<file path="src/rtl/pcc_pkg.sv">
package pcc_pkg;
  typedef enum logic [1:0] {
    PM_RUN  = 2'd0,
    PM_HOLD = 2'd1,
    PM_STOP = 2'd2,
    PM_WARM = 2'd3
  } pm_state_t;

  localparam int CFG_W = 3;
  localparam int CFG_SEL_SUB = 0;
  localparam int CFG_MAIN_EN = 1;
  localparam int CFG_XTAL = 2;
endpackage

</file>
<file path="src/rtl/pcc_cfg.sv">
module pcc_cfg
  import pcc_pkg::*;
(
  input  logic             clk,
  input  logic             rst,
  input  logic             wr_en,
  input  logic [CFG_W-1:0] wr_data,
  output logic             sel_sub,
  output logic             main_en,
  output logic             xtal
);
  always_ff @(posedge clk) begin
    if (rst) begin
      sel_sub <= 1'b0;
      main_en <= 1'b1;
      xtal    <= 1'b0;
    end else if (wr_en) begin
      sel_sub <= wr_data[CFG_SEL_SUB];
      // the main oscillator may only stop while the sub-clock is selected
      main_en <= wr_data[CFG_MAIN_EN] | ~wr_data[CFG_SEL_SUB];
      xtal    <= wr_data[CFG_XTAL];
    end
  end


  main_kept_chk: assert property (@(posedge clk) disable iff (rst)
    !main_en |-> sel_sub);
endmodule

</file>
<file path="src/rtl/pcc_seq.sv">
module pcc_seq
  import pcc_pkg::*;
#(
  parameter int STAB_TICKS = 4
) (
  input  logic clk,
  input  logic rst,
  input  logic hold_req,
  input  logic stop_req,
  input  logic port_hit,
  input  logic irq_hit,
  input  logic sel_sub,
  input  logic main_en,
  input  logic main_tick,
  input  logic sub_tick,
  output logic main_osc_en,
  output logic sub_osc_en,
  output logic cpu_clk_en,
  output logic wake_pulse
);
  localparam int CW = (STAB_TICKS > 1) ? $clog2(STAB_TICKS) : 1;
  localparam logic [CW-1:0] LAST = CW'(STAB_TICKS - 1);

  pm_state_t state_q, state_d;
  logic [CW-1:0] cnt_q, cnt_d;
  logic wake_d;
  logic sys_tick;

  assign sys_tick = sel_sub ? sub_tick : main_tick;

  always_comb begin
    state_d = state_q;
    cnt_d   = cnt_q;
    wake_d  = 1'b0;
    case (state_q)
      PM_RUN: begin
        if (stop_req)      state_d = PM_STOP;
        else if (hold_req) state_d = PM_HOLD;
      end
      PM_HOLD: if (irq_hit) begin
        state_d = PM_WARM;
        cnt_d   = '0;
        wake_d  = 1'b1;
      end
      PM_STOP: if (port_hit) begin
        state_d = PM_WARM;
        cnt_d   = '0;
        wake_d  = 1'b1;
      end
      default: if (sys_tick) begin
        if (cnt_q == LAST) state_d = PM_RUN;
        else               cnt_d = cnt_q + 1'b1;
      end
    endcase
  end

  always_ff @(posedge clk) begin
    if (rst) begin
      state_q     <= PM_RUN;
      cnt_q       <= '0;
      cpu_clk_en  <= 1'b1;
      sub_osc_en  <= 1'b1;
      main_osc_en <= 1'b1;
      wake_pulse  <= 1'b0;
    end else begin
      state_q     <= state_d;
      cnt_q       <= cnt_d;
      cpu_clk_en  <= (state_d == PM_RUN);
      sub_osc_en  <= (state_d != PM_STOP);
      main_osc_en <= ((state_d == PM_RUN) || (state_d == PM_WARM)) && main_en;
      wake_pulse  <= wake_d;
    end
  end


  hold_osc_chk: assert property (@(posedge clk) disable iff (rst)
    (state_q == PM_HOLD) |-> (sub_osc_en && !cpu_clk_en && !main_osc_en));

  stop_stays_chk: assert property (@(posedge clk) disable iff (rst)
    (state_q == PM_STOP && !port_hit) |=> (state_q == PM_STOP));

  wake_single_chk: assert property (@(posedge clk) disable iff (rst)
    wake_pulse |=> !wake_pulse);

  resume_warm_chk: assert property (@(posedge clk) disable iff (rst)
    $rose(cpu_clk_en) |-> ($past(state_q) == PM_WARM));
endmodule

</file>
<file path="src/rtl/pcc_cycdiv.sv">
module pcc_cycdiv #(
  parameter int CYC_DIV = 4
) (
  input  logic clk,
  input  logic rst,
  input  logic run,
  input  logic sys_tick,
  output logic cyc_en
);
  localparam int PW = (CYC_DIV > 1) ? $clog2(CYC_DIV) : 1;
  localparam logic [PW-1:0] PLAST = PW'(CYC_DIV - 1);

  logic [PW-1:0] phase_q;

  always_ff @(posedge clk) begin
    if (rst || !run) begin
      phase_q <= '0;
      cyc_en  <= 1'b0;
    end else begin
      cyc_en <= sys_tick && (phase_q == PLAST);
      if (sys_tick) phase_q <= (phase_q == PLAST) ? '0 : phase_q + 1'b1;
    end
  end


  cyc_single_chk: assert property (@(posedge clk) disable iff (rst)
    cyc_en |=> !cyc_en);
endmodule

</file>
<file path="src/rtl/pwr_clk_ctrl.sv">
module pwr_clk_ctrl
  import pcc_pkg::*;
#(
  parameter int PORT_W     = 4,
  parameter int NPORT      = 2,
  parameter int NIRQ       = 8,
  parameter int STAB_TICKS = 4,
  parameter int CYC_DIV    = 4
) (
  input  logic                    clk,
  input  logic                    rst,
  input  logic                    cfg_wr,
  input  logic [CFG_W-1:0]        cfg_data,
  input  logic                    hold_req,
  input  logic                    stop_req,
  input  logic [PORT_W*NPORT-1:0] port_wake,
  input  logic [PORT_W*NPORT-1:0] port_wake_en,
  input  logic [NIRQ-1:0]         irq_req,
  input  logic [NIRQ-1:0]         irq_en,
  input  logic                    main_tick,
  input  logic                    sub_tick,
  output logic                    main_osc_en,
  output logic                    sub_osc_en,
  output logic                    sys_sel_sub,
  output logic                    xtal_mode,
  output logic                    cpu_clk_en,
  output logic                    cyc_en,
  output logic                    wake_pulse
);
  logic [NPORT-1:0] port_hit_v;
  logic main_en;

  for (genvar p = 0; p < NPORT; p++) begin : g_port
    assign port_hit_v[p] = |(port_wake[p*PORT_W +: PORT_W] & port_wake_en[p*PORT_W +: PORT_W]);
  end

  pcc_cfg u_cfg (
    .clk     (clk),
    .rst     (rst),
    .wr_en   (cfg_wr & cpu_clk_en),
    .wr_data (cfg_data),
    .sel_sub (sys_sel_sub),
    .main_en (main_en),
    .xtal    (xtal_mode)
  );

  pcc_seq #(.STAB_TICKS(STAB_TICKS)) u_seq (
    .clk         (clk),
    .rst         (rst),
    .hold_req    (hold_req),
    .stop_req    (stop_req),
    .port_hit    (|port_hit_v),
    .irq_hit     (|(irq_req & irq_en)),
    .sel_sub     (sys_sel_sub),
    .main_en     (main_en),
    .main_tick   (main_tick),
    .sub_tick    (sub_tick),
    .main_osc_en (main_osc_en),
    .sub_osc_en  (sub_osc_en),
    .cpu_clk_en  (cpu_clk_en),
    .wake_pulse  (wake_pulse)
  );

  pcc_cycdiv #(.CYC_DIV(CYC_DIV)) u_div (
    .clk      (clk),
    .rst      (rst),
    .run      (cpu_clk_en),
    .sys_tick (sys_sel_sub ? sub_tick : main_tick),
    .cyc_en   (cyc_en)
  );


  hold_no_port_chk: assert property (@(posedge clk) disable iff (rst)
    (!cpu_clk_en && sub_osc_en && !wake_pulse && !main_osc_en && (irq_req & irq_en) == '0
     && !$past(cpu_clk_en)) |=> !wake_pulse);
endmodule

</file>
<file path="config.mk">
export PLATFORM = sky130hd
export DESIGN_NAME = pwr_clk_ctrl
export DESIGN_NICKNAME = d
export VERILOG_FILES = /design/src/rtl/pcc_pkg.sv /design/src/rtl/pcc_cfg.sv /design/src/rtl/pcc_seq.sv /design/src/rtl/pcc_cycdiv.sv /design/src/rtl/pwr_clk_ctrl.sv
export SDC_FILE = /design/constraint.sdc
export NUM_CORES = 1
export LEC_CHECK = 0
export ABC_AREA = 1
export BUFFER_PORTS_ARGS = -buffer_cell sky130_fd_sc_hd__buf_4
export CORE_MARGIN = 2
export CORE_UTILIZATION = 35
export CTS_CLUSTER_SIZE = 20
export DETAILED_ROUTE_END_ITERATION = 6
export PLACE_DENSITY = 0.62
export REMOVE_ABC_BUFFERS = 1
export SYNTH_ARGS = -nofsm -noshare
export SYNTH_HDL_FRONTEND = slang
export SYNTH_HIERARCHICAL = 1
export SYNTH_SLANG_ARGS = --single-unit
</file>
<file path="constraint.sdc">
create_clock -name clk -period 4.1 [get_ports clk]
set_input_delay 0.205 -clock clk [delete_from_list [all_inputs] [get_ports clk]]
set_output_delay 0.205 -clock clk [all_outputs]
set_load 0.1 [all_outputs]
</file>
# Yosys cells after proc, flatten, opt, wreduce, memory -nomap -nowiden
# Index checks and enable logic that the tools add are counted.
[word_totals] register_bits=14 inputBits=42 out_inout_bits=7
[classes] addsub=2 eq_ne=9 mux=17 bitwise_logic=7 n_reduce_logical=11
[op_table] op="$mux W2" n=11
[op_table] op="$reduce_or A8 Y1" n=2
[op_table] op="$pmux W2 S3" n=2
[op_table] op="$and A4 B4 Y4" n=2
[op_table] op="$and A8 B8 Y8" n=1
[op_table] op="$eq A2 B2 Y1 const B" n=4
[op_table] op="$reduce_and A5 Y1" n=1
[op_table] op="$add A2 B1 Y2 const B" n=2
[op_table] op="$logic_not A2 Y1" n=2
[op_table] op="$ne A2 B1 Y1 const B" n=2
[op_table] op="$mux W1" n=3
[op_table] op="$ne A3 B3 Y1 const B" n=1
[op_table] op="$reduce_bool A3 Y1" n=1
[op_table] op="$eq A2 B1 Y1 const B" n=1
[op_table] op="$logic_and A1 B1 Y1" n=2
[op_table] op="$logic_or A1 B1 Y1" n=2
[op_table] op="$ne A2 B2 Y1 const B" n=1
[op_table] op="$not A1 Y1" n=2
[op_table] op="$pmux W1 S2" n=1
[op_table] op="$and A1 B1 Y1" n=1
[op_table] op="$logic_not A1 Y1" n=1
[op_table] op="$or A1 B1 Y1" n=1

# Longest topological paths before layout
[logic_depth] depth_word=7 mapped_depth=13 depth_no_buf=13

# Modules after synthesis
# Netlist, hierarchy kept.
[by_module_without_submodules] module="pcc_seq" n_inst=1 cells_each=78 area_per_inst_um2=521.8 seq_area_each_um2=160.2
[by_module_without_submodules] module="pwr_clk_ctrl" n_inst=1 cells_each=35 area_per_inst_um2=132.6 seq_area_each_um2=0.0
[by_module_without_submodules] module="pcc_cycdiv" n_inst=1 cells_each=16 area_per_inst_um2=127.6 seq_area_each_um2=60.1
[by_module_without_submodules] module="pcc_cfg" n_inst=1 cells_each=16 area_per_inst_um2=116.4 seq_area_each_um2=60.1

# Least setup slack after synthesis
# No wires, ideal clock.
[synth_timing] kind="reg-to-reg" startpoint="register u_cfg.sel_sub" endpoint="register u_seq.main_osc_en" setup_ns=0.112 arrival_time_ns=1.849 t_required_ns=3.988 slack_ns=2.138 path_stages_with_launch=11 path_cell_list="dfxtp_1 > nand2_1 > nand2_1 > nand2_1 > nand2_1 > nand2_1 > nand2_2 > inv_1 > ha_1 > nand2_1 > nand2_1"
[synth_between] elab_chain_cells=6 elab_cells_between_ends=7 classes_between="eq/ne: 1; mux: 3; reduce/logical: 3"
[synth_lines] item="start: declaration" line="pcc_cfg.sv:8" source="output logic sel_sub,"
[synth_lines] item="start signal: assignment" line="pcc_cfg.sv:18" source="sel_sub <= wr_data[CFG_SEL_SUB];"
[synth_lines] item="$mux W1 (*)" line="pcc_seq.sv:29" source="assign sys_tick = sel_sub ? sub_tick : main_tick;"
[synth_lines] item="$mux W2 (*)" line="pcc_seq.sv:50" source="default: if (sys_tick) begin"
[synth_lines] item="$pmux W2 S3 (*)" line="pcc_seq.sv:35" source="case (state_q)"
[synth_lines] item="net u_seq.state_d[1]" line="pcc_seq.sv:24" source="pm_state_t state_q, state_d;"
[synth_lines] item="$eq A2 B2 Y1 / $logic_not A2 Y1 (equally long branches)" line="pcc_seq.sv:70" source="main_osc_en <= ((state_d == PM_RUN) || (state_d == PM_WARM)) && main_en;"
[synth_lines] item="$logic_or A1 B1 Y1 (*)" line="pcc_seq.sv:70"
[synth_lines] item="$logic_and A1 B1 Y1 (*)" line="pcc_seq.sv:70"
[synth_lines] item="end signal: assignment" line="pcc_seq.sv:70"
[synth_lines] item="end: declaration" line="pcc_seq.sv:16" source="output logic main_osc_en,"
# The timed path passes the listed nets; every way through them passes the cells marked *.
# A chain may end at the register's enable or synchronous reset.

# Worst setup path after layout
[layout_timing] startpoint="register u_seq.state_q[0]" endpoint="register u_seq.main_osc_en"
[layout_between] elab_cells_between_ends=14 classes_between="eq/ne: 3; mux: 7; reduce/logical: 4"
[layout_rtl] item="start: declaration" line="pcc_seq.sv:24"
[layout_rtl] item="start signal: assignment" line="pcc_seq.sv:66" source="state_q <= state_d;"
[layout_rtl] item="$eq A2 B2 Y1, or another cell as far along" line="pcc_seq.sv:35"
[layout_rtl] item="$pmux W2 S3 (*)" line="pcc_seq.sv:35"
[layout_rtl] item="net u_seq.state_d[1]" line="pcc_seq.sv:24"
[layout_rtl] item="$eq A2 B2 Y1 / $logic_not A2 Y1 (equally long branches)" line="pcc_seq.sv:70"
[layout_rtl] item="$logic_or A1 B1 Y1 (*)" line="pcc_seq.sv:70"
[layout_rtl] item="$logic_and A1 B1 Y1 (*)" line="pcc_seq.sv:70"
# Marks and branches as above.

==> key figures <==
Logic synthesis
  – Most used flip-flop cell after synthesis: dfxtp_1
  – Post-synth top area cell: dfxtp_1
  – Largest cells by area after synthesis: dfxtp_1 31%, nand2_1 25%, ha_1 11%
  – Post-synth EDFFs: 0
  – Post-synth top cells: 60 x nand2_1, 18 x inv_1, 18 x nor2_1, 14 x dfxtp_1, 8 x ha_1
  – Ys async rst share: 0%
  – Register area share after synthesis: 31.2%
  – Yosys reg bits: 14
  – Count leader, synth: nand2_1
  – Synth Warn #: 6
  – Synth cell types: 17
  – Mapped Area: 898 µm²
  – Cells after Synth: 145
  – Share of the synthesized area in the top cell type: 31.2%
  – Mean Syn Cell Area: 6.20 µm²

Placed design
  – GPL Wtd Cong: 0.839
  – Port bufs: 48
  – HPWL after detailed placement: 1.82 mm
  – Place WS: 2340 ps

Critical path
  – Worst Path Required: 4280 ps
  – Arr. time, crit path: 1960 ps
  – Reg2reg start: u_seq/state_q[0]
  – CP Max Fanout: 6
  – Worst setup path category: flop to flop
  – Worst R2R End: u_seq/main_osc_en
  – Critical path capture point type: flop
  – R2r setup slk: 2330 ps
  – R2R depth: 11
  – CP startpoint kind: flop

Routing
  – DR iter-0 viols: 10
  – Avg WL per Cell: 9.33 µm
  – Via count: 980
  – Routed WL: 2.12 mm
  – Post-DR vias/cell: 4.32
  – Drt drc: 0
  – Detailed Routing Iterations Pass 1: 4
  – Final ANT Viol Nets: 0

Die
  – Boundary pin count: 49
  – Height of the die: 54.7 µm
  – Core Rows: 18
  – Core area: 0.00245 mm²
  – Die X: 54.7 µm
  – Starting Density: 36.6%
  – Die Footprint: 0.00299 mm²

Clock tree
  – Inserted Clock Buffers: 3
  – Clock sinks: 14
  – H-tree depth: 1
  – Skew-Pair Late Insertion Delay: 280 ps
  – CTS root buf: clkbuf_4
  – Clock-pin transition on the worst setup and hold timing paths: 90 ps
  – Maximum clock insertion buffer count: 2
  – Post-CTS resize count: 0
  – Hold buffer count at CTS: 0
  – CTS tree: built
  – Post CTS Setup Buffer Count: 0

Global route
  – Total track usage: 16.8%
  – Pin count of the biggest net entering global routing: 9
  – Vias in the first global route: 886
  – Gr ovfl total: 0
  – Initial antenna violation count: 0
  – Global-route wire length before repair: 3.66 mm

Worst hold path
  – Hold EP: u_cfg/sel_sub
  – Worst min path class: input port to flop
  – Min-delay src: rst
  – Worst hold path depth: 2

Timing
  – Hold_ws: 126 ps
  – Max-slew violations: 0
  – Final Critical Period: 1770 ps
  – Slew headroom: 68.8%
  – Setup TNS: 0 ps
  – Worst clock skew: 2.92 ps
  – Setup slack after layout: 2330 ps
  – Fin crit share: 43.2%
  – RSZ-0062 raised after global routing: false
  – Final Hold Viols: 0
  – Fmax achieved: 0.564 GHz
  – Endpoints failing setup: 0
  – Worst-Margin Slew: 464 ps

Finish
  – Sequential cell area: 280 µm²
  – Multi-input logic area: 532 µm²
  – Fill cell count: 243
  – N_diodes: 0
  – Nets: 248
  – Share of layout cells above drive strength 1: 33.5%
  – Layout area overhead: 48.3%

Status
  – Outcome: finished clean

Power
  – Worst VDD drop: 561 µV
  – PD cells: 619 mW/mm²
  – P_leak: 0.758 nW

Flow run
  – Number of max-capacitance violations reported: 0
-- state kept, by name (all words and copies together), names as in the netlist --
register	flops
u_cfg/main_en	1
u_cfg/xtal	1
u_seq/wake_pulse	1
u_cfg/sel_sub	1
u_seq/cnt_q	2
u_seq/cpu_clk_en	1
u_seq/state_q	2
u_seq/main_osc_en	1
u_div/cyc_en	1
u_div/phase_q	2
u_seq/sub_osc_en	1
-- through the flow --
| stage | utilization, % | std cells | power, mW | cell area [µm²] |
|---|---|---|---|---|
| after floorplan | - | 145 | 0.607 | 898 |
| after global placement | 52.8 | 223 | 0.715 | 1300 |
| after detailed placement | 52.8 | 223 | 0.728 | 1300 |
| after CTS | 54.3 | 227 | 0.832 | 1330 |
| after global routing | 54.3 | 227 | 0.904 | 1330 |
| final | 54.3 | 227 | 0.825 | 1330 |
-- how the worst max path moves through the flow --
stage	endpoint	startpoint	slack, ps
2_1_floorplan	u_seq/main_osc_en	u_cfg/sel_sub	2140
3_3_place_gp	u_seq/main_osc_en	u_seq/state_q[0]	2400
3_5_place_dp	u_seq/main_osc_en	u_seq/state_q[0]	2340
4_1_cts	u_seq/main_osc_en	u_seq/state_q[0]	2330
5_1_grt	u_seq/main_osc_en	u_seq/state_q[1]	2150
6_report	u_seq/main_osc_en	u_seq/state_q[0]	2330
-- cells in the final DEF (no fill, tap or decap), drive strengths merged, types with 4 or more instances in the layout --
cell type	netlist	final
buf	0	48
clkbuf	0	4
dfxtp	14	14
nor2	21	21
o21ai	6	6
ha	8	8
a21oi	4	4
nand3	6	6
inv	23	23
nand2	61	61
-- critical path, stage by stage, from the launching register on --
cell and delay [ps]:
dfxtp_1 430, inv_1 110, ha_1 240, nor2_1 160, o21ai_1 90, nand2_1 90
nand3_2 80, nand2_2 80, inv_1 50, ha_1 260, nand2_1 50, nand2_1 40
-- where the power goes --
part / internal (mW) / switching [mW]
clock: 0.0540 / 0.0472
sequential: 0.182 / 0.0348
combinational: 0.164 / 0.343
-- metal layers --
metal  vias to the layer above  routed length (µm)  track usage, %  share of wire, %
li1                        540                   -               -                 -
met1                       427                 937            20.1                44
met2                        13                1080            29.4                51
met3                         0                  99            6.56               4.7
met4                         0                   0            1.25                 0
met5                         -                   0               0                 0
-- cell type report --
| type | count | share of cell area, % |
|---|---|---|
| clock buffers | 4 | 2.72 |
| inverters | 23 | 6.48 |
| multi-input cells | 108 | 39.9 |
| flip-flops and latches | 14 | 21.0 |
| well taps | 30 | 2.82 |
| repair buffers | 48 | 27.0 |
-- kinds of logic after synthesis --
logic type,after synthesis,synth area share [%]
flip-flops,14,31.2
AND/OR/NAND/NOR,90,41.6
adder cells (fa/ha/maj),8,11.1
AO/OA/AOI/OAI,10,6.41
buffers and inverters,23,9.61
Power figures use the tool's default switching activity.
